==> config.mk <==
export PLATFORM = sky130hd
export DESIGN_NAME = nic_ctl_regs
export DESIGN_NICKNAME = d
export VERILOG_FILES = /design/src/rtl/nic_ctl_pkg.sv /design/src/rtl/nic_ctl_ptr.sv /design/src/rtl/nic_ctl_status.sv /design/src/rtl/nic_ctl_cell.sv /design/src/rtl/nic_ctl_regs.sv
export SDC_FILE = /design/constraint.sdc
export NUM_CORES = 1
export LEC_CHECK = 0
export ABC_CLOCK_PERIOD_IN_PS = 2000
export CORE_MARGIN = 3
export CORE_UTILIZATION = 46
export DETAILED_ROUTE_END_ITERATION = 10
export GPL_TIMING_DRIVEN = 1
export PLACE_DENSITY_LB_ADDON = 0.12
export SLEW_MARGIN = 20
export SYNTH_ARGS = -nofsm -noshare
export SYNTH_HDL_FRONTEND = slang
export SYNTH_SLANG_ARGS = --single-unit
export TNS_END_PERCENT = 20
==> constraint.sdc <==
create_clock -name clk -period 2 [get_ports clk]
set_clock_uncertainty 0.05 [all_clocks]
set_input_delay 0.6 -clock clk [delete_from_list [all_inputs] [get_ports clk]]
set_output_delay 0.6 -clock clk [all_outputs]
set_load 0.01 [all_outputs]
==> src/rtl/nic_ctl_pkg.sv <==
package nic_ctl_pkg;
  localparam int unsigned DW = 16;

  localparam int unsigned BIT_ERR  = 15;
  localparam int unsigned BIT_INTR = 7;
  localparam int unsigned BIT_IE   = 6;
  localparam int unsigned BIT_RXON = 5;
  localparam int unsigned BIT_TXON = 4;
  localparam int unsigned BIT_STOP = 2;
  localparam int unsigned BIT_STRT = 1;
  localparam int unsigned BIT_INIT = 0;
  localparam int unsigned BIT_IDON = 8;

  localparam logic [DW-1:0] MASK_W1C  = 16'h7F00;
  localparam logic [DW-1:0] MASK_ERRS = 16'h7100;
  localparam logic [DW-1:0] STAT_RST  = 16'h0004;

  typedef enum logic [1:0] {
    OFF_DATA = 2'd0,
    OFF_PTR  = 2'd1
  } word_off_e;
endpackage

==> src/rtl/nic_ctl_ptr.sv <==
module nic_ctl_ptr #(
  parameter int unsigned NREGS = 4,
  parameter int unsigned DW    = 16,
  localparam int unsigned PW   = (NREGS > 1) ? $clog2(NREGS) : 1
) (
  input  logic          clk,
  input  logic          rst_n,
  input  logic          wr_en,
  input  logic [DW-1:0] wdata,
  output logic [PW-1:0] ptr
);
  logic accept;
  assign accept = wr_en && (32'(wdata) < 32'(NREGS));

  always_ff @(posedge clk or negedge rst_n) begin
    if (!rst_n)      ptr <= '0;
    else if (accept) ptr <= wdata[PW-1:0];
  end


  ptr_reject_chk: assert property (@(posedge clk) disable iff (!rst_n)
    (wr_en && (32'(wdata) >= 32'(NREGS))) |=> $stable(ptr));


  ptr_take_chk: assert property (@(posedge clk) disable iff (!rst_n)
    (wr_en && (32'(wdata) < 32'(NREGS))) |=> (32'(ptr) == 32'($past(wdata))));
endmodule

==> src/rtl/nic_ctl_status.sv <==
module nic_ctl_status
  import nic_ctl_pkg::*;
(
  input  logic          clk,
  input  logic          rst_n,
  input  logic          wr_en,
  input  logic [DW-1:0] wdata,
  output logic [DW-1:0] status
);
  logic [DW-1:0] after_clr;
  logic [DW-1:0] nxt;

  always_comb begin
    after_clr = status & ~(wdata & MASK_W1C);
    after_clr[BIT_ERR]  = |(after_clr & MASK_ERRS);
    after_clr[BIT_INTR] = |(after_clr & MASK_W1C);
    after_clr[BIT_IE]   = wdata[BIT_IE];
    nxt = after_clr;
    if (wdata[BIT_INIT]) begin
      nxt[BIT_INIT] = 1'b1;
      nxt[BIT_IDON] = 1'b1;
      nxt[BIT_STOP] = 1'b0;
    end else if (wdata[BIT_STRT]) begin
      nxt[BIT_STRT] = 1'b1;
      nxt[BIT_RXON] = 1'b1;
      nxt[BIT_TXON] = 1'b1;
      nxt[BIT_STOP] = 1'b0;
    end
    if (wdata[BIT_STOP]) nxt = STAT_RST;
  end

  always_ff @(posedge clk or negedge rst_n) begin
    if (!rst_n)     status <= STAT_RST;
    else if (wr_en) status <= nxt;
  end


  stop_only_chk: assert property (@(posedge clk) disable iff (!rst_n)
    (wr_en && wdata[BIT_STOP]) |=> (status == STAT_RST));


  enable_follow_chk: assert property (@(posedge clk) disable iff (!rst_n)
    (wr_en && !wdata[BIT_STOP]) |=> (status[BIT_IE] == $past(wdata[BIT_IE])));


  init_prio_chk: assert property (@(posedge clk) disable iff (!rst_n)
    (wr_en && !wdata[BIT_STOP] && wdata[BIT_INIT])
      |=> (status[BIT_INIT] && status[BIT_IDON] && !status[BIT_STOP]
           && (status[BIT_STRT] == $past(status[BIT_STRT]))));


  start_chk: assert property (@(posedge clk) disable iff (!rst_n)
    (wr_en && !wdata[BIT_STOP] && !wdata[BIT_INIT] && wdata[BIT_STRT])
      |=> (status[BIT_STRT] && status[BIT_RXON] && status[BIT_TXON] && !status[BIT_STOP]));


  status_hold_chk: assert property (@(posedge clk) disable iff (!rst_n)
    !wr_en |=> $stable(status));
endmodule

==> src/rtl/nic_ctl_cell.sv <==
module nic_ctl_cell #(
  parameter int unsigned DW = 16
) (
  input  logic          clk,
  input  logic          rst_n,
  input  logic          wr_en,
  input  logic [DW-1:0] wdata,
  output logic [DW-1:0] q
);
  always_ff @(posedge clk or negedge rst_n) begin
    if (!rst_n)     q <= '0;
    else if (wr_en) q <= wdata;
  end


  cell_store_chk: assert property (@(posedge clk) disable iff (!rst_n)
    wr_en |=> (q == $past(wdata)));


  cell_hold_chk: assert property (@(posedge clk) disable iff (!rst_n)
    !wr_en |=> $stable(q));
endmodule

==> src/rtl/nic_ctl_regs.sv <==
module nic_ctl_regs
  import nic_ctl_pkg::*;
#(
  parameter int unsigned NREGS = 4,
  parameter int unsigned AW    = 3,
  localparam int unsigned PW   = $clog2(NREGS),
  localparam int unsigned OW   = AW - 1
) (
  input  logic          clk,
  input  logic          rst_n,
  input  logic [AW-1:0] bus_addr,
  input  logic          bus_wr,
  input  logic [15:0]   bus_wdata,
  output logic [15:0]   bus_rdata,
  output logic [31:0]   init_ptr,
  output logic          irq
);
  logic [OW-1:0] woff;
  logic          unused_lsb;
  logic          sel_data;
  logic          sel_ptr;
  logic [PW-1:0] ptr;
  logic [DW-1:0] rf [NREGS];
  logic [NREGS-1:0] reg_we;

  assign woff       = bus_addr[AW-1:1];
  assign unused_lsb = bus_addr[0];
  assign sel_data   = (32'(woff) == 32'(OFF_DATA));
  assign sel_ptr    = (32'(woff) == 32'(OFF_PTR));

  nic_ctl_ptr #(.NREGS(NREGS), .DW(DW)) u_ptr (
    .clk   (clk),
    .rst_n (rst_n),
    .wr_en (bus_wr && sel_ptr),
    .wdata (bus_wdata),
    .ptr   (ptr)
  );

  for (genvar k = 0; k < NREGS; k++) begin : g_we
    assign reg_we[k] = bus_wr && sel_data && (32'(ptr) == k);
  end

  nic_ctl_status u_status (
    .clk    (clk),
    .rst_n  (rst_n),
    .wr_en  (reg_we[0]),
    .wdata  (bus_wdata),
    .status (rf[0])
  );

  for (genvar k = 1; k < NREGS; k++) begin : g_cell
    nic_ctl_cell #(.DW(DW)) u_cell (
      .clk   (clk),
      .rst_n (rst_n),
      .wr_en (reg_we[k]),
      .wdata (bus_wdata),
      .q     (rf[k])
    );
  end

  always_comb begin
    bus_rdata = '0;
    if (sel_data)     bus_rdata = rf[ptr];
    else if (sel_ptr) bus_rdata = 16'(ptr);
  end

  assign init_ptr = {rf[2], rf[1]};
  assign irq      = rf[0][BIT_INTR] && rf[0][BIT_IE];


  irq_rise_chk: assert property (@(posedge clk) disable iff (!rst_n)
    $rose(irq) |-> $past(reg_we[0]));


  ptr_offsets_chk: assert property (@(posedge clk) disable iff (!rst_n)
    (bus_wr && !sel_ptr) |=> $stable(ptr));
endmodule

# Word-level counts from Yosys, hierarchy flattened

Index checks and enable logic that the tools add are counted.

Register bits after elaboration: 66
Output and inout port bits: 49
Word-level logic and storage cells: 39
Bits of input ports: 22

Reductions and logical operators: 12
Eq/ne operators: 4
Bitwise logic cells: 3
Order comparisons: 2
Muxes and demuxes: 13

Operators with widths:

| kind                                                                          | number |
|---|---|
| 16-bit two-way mux                                                            | 4 |
| 16-bit binary-select mux with 2-bit select                                    | 1 |
| 16-bit by 3-bit less-than comparator with 1-bit output, second input constant | 1 |
| 15-bit AND                                                                    | 1 |
| 15-bit inverter                                                               | 1 |
| 1-bit logical AND                                                             | 8 |
| 2-bit two-way mux                                                             | 4 |
| 7-bit OR reduction                                                            | 1 |
| 2-bit by 1-bit == test with 1-bit output, second input constant               | 2 |
| 2-bit == test, second input constant                                          | 2 |
| 2-bit logical NOT                                                             | 2 |
| 1-bit two-way mux                                                             | 4 |
| 4-bit OR reduction                                                            | 1 |
| 3-bit >= comparator, second input constant                                    | 1 |
| 2-bit inverter with 3-bit output                                              | 1 |

# Logic depth before layout (Yosys ltp)

Gate-level depths: netlist of the first run.

Word-level depth: 5
Depth in mapped cells: 6
Depth with buffers taken out: 4

# Modules after synthesis

Synthesis of the first run repeated with hierarchy kept, for this count alone.

Cells, all modules: 229
Area total of the unflattened synthesis: 3291.9 um2

Modules (own cells, without submodules):

| module         | seq. area each (um2) | cells each | instances | area each (um2) |
|---|---|---|---|---|
| nic_ctl_cell   | 400.4                | 34         | 3         | 649.4 |
| nic_ctl_status | 326.6                | 61         | 1         | 618.1 |
| nic_ctl_regs   | 0.0                  | 57         | 1         | 601.8 |
| nic_ctl_ptr    | 50.0                 | 9          | 1         | 123.9 |

# Worst setup path before layout of the first run

Ideal clock, no wire load.

Kind: reg2out
Start: reg u_ptr.ptr[1]
End: out bus_rdata[0]
Path slack: -0.068 ns
Stages on the path, launching flop included: 6
Buffers on the path: 2
Required time: 1.350 ns
Data arrival time: 1.418 ns
Cell sequence: dfrtp_1 -> buf_4 -> buf_2 -> mux2i_1 -> or3_2 -> a21oi_1

Longest elaborated chain between the ends: 5

RTL lines:

| item                                                   | RTL line           | RTL |
|---|---|---|
| start: declaration                                     | nic_ctl_ptr.sv:10  | `output logic [PW-1:0] ptr` |
| start signal: assignment                               | nic_ctl_ptr.sv:17  | `else if (accept) ptr <= wdata[PW-1:0];` |
| 2-bit inverter with 3-bit output (implied by the code) | nic_ctl_regs.sv:63 | `if (sel_data) bus_rdata = rf[ptr];` |
| 16-bit binary-select mux with 2-bit select             | nic_ctl_regs.sv:63 |  |
| 16-bit two-way mux (implied by the code) (2 in a row)  | nic_ctl_regs.sv:63 |  |
| 16-bit two-way mux                                     | nic_ctl_regs.sv:63 |  |
| end: declaration                                       | nic_ctl_regs.sv:14 | `output logic [15:0] bus_rdata,` |

No other way between the ends. The select of a mux whose other input is x is not followed.

# Final worst setup path of the first run

Start: reg u_ptr.ptr[0]
End: out bus_rdata[4]

The elaborated chain is that of the path after synthesis.

==> flow_summary_export.csv, run 1 <==
group,metric,value,unit
routing,ant_nets,0,
grt,grt_pass1_wl,13100,um
place,portBuffers,69,
timing,tightest_slew,378,ps
timing,setup_viol,18,
outcome,status,"complete, but fails checks",
timing,fin_crit_sh,1.20,
synth,yosys.cell_types.count,40,
routing,firstDrtPassIters,4,
timing,slew_violations,0,
place,place_area,0.00443,sq mm
power_and_ir_drop,ir_drop,0.528,mV
timing,finalSetupTns,-5680,ps
die,fp.dieW,90.4,um
synth,yosys.area.top_type,"dfrtp_1",
synth,async_flop_share,1.00,
clock_network,clk_latency,340,ps
synth,synth_edf_count,0,
routing,wl_per_cell,16.5,um
die,die_h,90.4,um
clock_network,cts_root_buffer,"clkbuf_8",
grt,grt_max_degree,64,
grt,grt_pass1_vias,2526,
die,design.die.area,0.00818,sq mm
power_and_ir_drop,leakage,2.70,nW
die,start_util,0.477,
grt,antenna_found_initial,0,
layout,area_delta_synth_final,46.1,%
grt,grt_use_total,0.208,
timing,worst_slew_margin_rel,0.748,
worst_setup_path,cp_slowest_cell,"mux4_2",
worst_setup_path,regToRegSetupSlack,60,ps
routing,vias,2392,
clock_network,htree_levels,3,
grt,use_met2,0.351,
routing,vias_per_cell,4.95,
synth,synth_area_leaders,"dfrtp_1, mux2_2, mux4_2, buf_4, mux2_1",
worst_setup_path,startpoint,"u_ptr.ptr[0]$_DFFE_PN0P_",
grt,busiest_layer,"met2",
clock_network,numCtsBuffers,9,
synth,syn_inst,257,
grt,grtUsageMet1,0.269,
worst_setup_path,timing.rr.end,"u_status.status[12]$_DFFE_PN0P_",
worst_setup_path,worst-setup-path-type,"reg -> out",
power_and_ir_drop,power_density,577,mW/mm^2
worst_setup_path,cp_num_buf_inv,3,
synth,synth-seq-area-share,0.481,
synth,avgSynthCellArea,12.8,sq um
synth,synth_warnings,0,
worst_setup_path,crit_chain,"buf_6 > buf_12 > mux4_2 > and2_4 > buf_6",
timing,hold_slack,204,ps
worst_setup_path,crit_end,"bus_rdata[4]",
worst_setup_path,worstPathArrival,1760,ps
grt,grt-ovfl-total,0,
place,routabilityCongestion,0.790,
worst_setup_path,timing.critical_path.mode_cell,"buf_6",
die,ioPinCount,71,
clock_network,cts.sinks,63,
outcome,violations,"negative setup slack",
layout,finalInstanceArea,0.00479,sq mm
synth,ys_seq_elements,63,
synth,synth_ff_type,"dfrtp_1",
worst_setup_path,rr_worst_depth,6,
timing,max_freq,415,MHz
place,dp_hpwl,5880,um
timing,hold_viol,0,
die,rows,30,
flow_run,cap_viol_max_count,0,
layout,diodes,0,
routing,drt_wl_total,7990,um
worst_hold_path,hold_path_class,"in -> async",
layout,final_util,0.698,
timing,finalCriticalPeriod,2410,ps
worst_setup_path,r2r_start,"u_ptr.ptr[1]$_DFFE_PN0P_",
synth,yosysMostFrequentCell,"dfrtp_1",
worst_setup_path,cp-end-kind,"output port",
synth,yosysTopAreaCellShare,0.473,
worst_setup_path,critical_path_required,1350,ps
timing,rsz0062_at_grt,"yes",
worst_setup_path,cp_top_family,"multiplexers",
routing,drc,0,
grt,use_met3,0.0400,
clock_network,cts_buffer_depth,2,
clock_network,cts_tree,"done",
power_and_ir_drop,finalPower,2.77,mW
worst_setup_path,worst-path-stages,5,
layout,drive_above_1_share,0.504,
clock_network,ctsHoldBuffers,0,
worst_setup_path,critPathLaunchType,"flop",
worst_setup_path,crit_path_max_incr_delay,490,ps
synth,yosys-top-cells-count,"dfrtp_1, mux2_2, buf_4",
timing,setup_ws,-408,ps
routing,drtIter0Drc,99,
layout,nets,404,
clock_network,path_clk_slew,70,ps
worst_setup_path,critPathMaxFanout,4,
synth,synth_nets,279,
synth,syn_area,0.00328,sq mm
die,fp.coreArea,0.00687,sq mm
-- report_power, final --
group | switching, mW | leakage (nW) | internal [mW]
Clock | 0.485 | 0.103 | 0.679
Combinational | 0.132 | 1.73 | 0.159
Sequential | 0.0140 | 0.870 | 1.30
-- routing by layer --
layer | share of wire | vias to the layer above
li1 | - | 1144
met1 | 0.43 | 1177
met2 | 0.51 | 59
met3 | 0.044 | 12
met4 | 0.015 | 0
met5 | 0 | -
-- kinds of logic (layout without fill, tap and decap cells) --
| family | count (synthesis) | in the layout | share of synthesized area |
|---|---|---|---|
| buf+inv | 50 | 180 | 0.101 |
| compound gates | 29 | 29 | 0.0576 |
| simple gates | 54 | 54 | 0.103 |
| flops | 63 | 63 | 0.481 |
| mux | 61 | 61 | 0.257 |
-- sequential cells by signal (all words and copies together) (netlist names) --
signal / cells
u_status.status: 13
u_ptr.ptr: 2
g_cell.u_cell.q: 48
-- worst min path at each step --
| stage | start | to | cells past startpoint |
|---|---|---|---|
| floorplan | rst_n | g_cell[1].u_cell.q[0]$_DFFE_PN0P_ | 0 |
| detailed placement | g_cell[3].u_cell.q[0]$_DFFE_PN0P_ | g_cell[3].u_cell.q[0]$_DFFE_PN0P_ | 2 |
| global placement | g_cell[3].u_cell.q[14]$_DFFE_PN0P_ | g_cell[3].u_cell.q[14]$_DFFE_PN0P_ | 2 |
| global route | rst_n | g_cell[2].u_cell.q[9]$_DFFE_PN0P_ | 2 |
| CTS | rst_n | g_cell[1].u_cell.q[13]$_DFFE_PN0P_ | 2 |
| finish | rst_n | g_cell[1].u_cell.q[11]$_DFFE_PN0P_ | 2 |
-- worst reg2reg max path: stages, from the launching register on --
cell	delay, ps
dfrtp_2	450
buf_8	150
buf_4	160
buf_6	140
or4b_4	550
buf_4	160
o21a_1	180
-- cell type report --
cell class                 instances  area [sq um]
clock buffer                      14           173
clock inverter                     2          37.5
fill                             528          2080
inverter                           5          18.8
multi-input combinational        144          1430
sequential                        63          1580
tap                               96           120
timing repair buffer             159          1440
-- metrics by stage --
step / worst slack (ps) / cells
floorplan: -21.7 / 257
global placement: -822 / 462
detailed placement: -865 / 462
CTS: -425 / 482
global route: -491 / 483
finish: -408 / 483
-- timing repair --
item	CTS	global route
endpoints found under the setup margin	75	50
hold endpoints to repair	0	0
gates resized for setup	99	31
pin swaps	16	0
setup buffers	4	1
gates cloned	0	0
-- cell usage in the layout, fill, tap and decap left out, types with 3 or more instances in the layout --
master,n
buf_2,13
and2_4,5
clkdlybuf4s50_1,27
mux2_2,36
mux2_1,8
o21ai_0,8
dlygate4sd2_1,3
dlymetal6s2s_1,20
dfrtp_1,61
o21a_1,6
nand2_1,11
mux4_2,14
nor2b_1,3
clkbuf_8,12
nor2_1,9
and2_1,9
buf_4,74
buf_6,18
inv_1,5
a21oi_1,3
(Power assumes the default switching activity.)
==> inputs of run 2 (changes only) <==
- SLEW_MARGIN: 20 -> 10
==> results of run 2 <==
No change in the layout: final DEF, timing and power equal those of run 1.
==> inputs of run 3 (changes only) <==
- CAP_MARGIN: default -> 40
- HOLD_SLACK_MARGIN: default -> 0.15
==> results of run 3 <==
No change in the layout: final DEF, timing and power equal those of run 1.
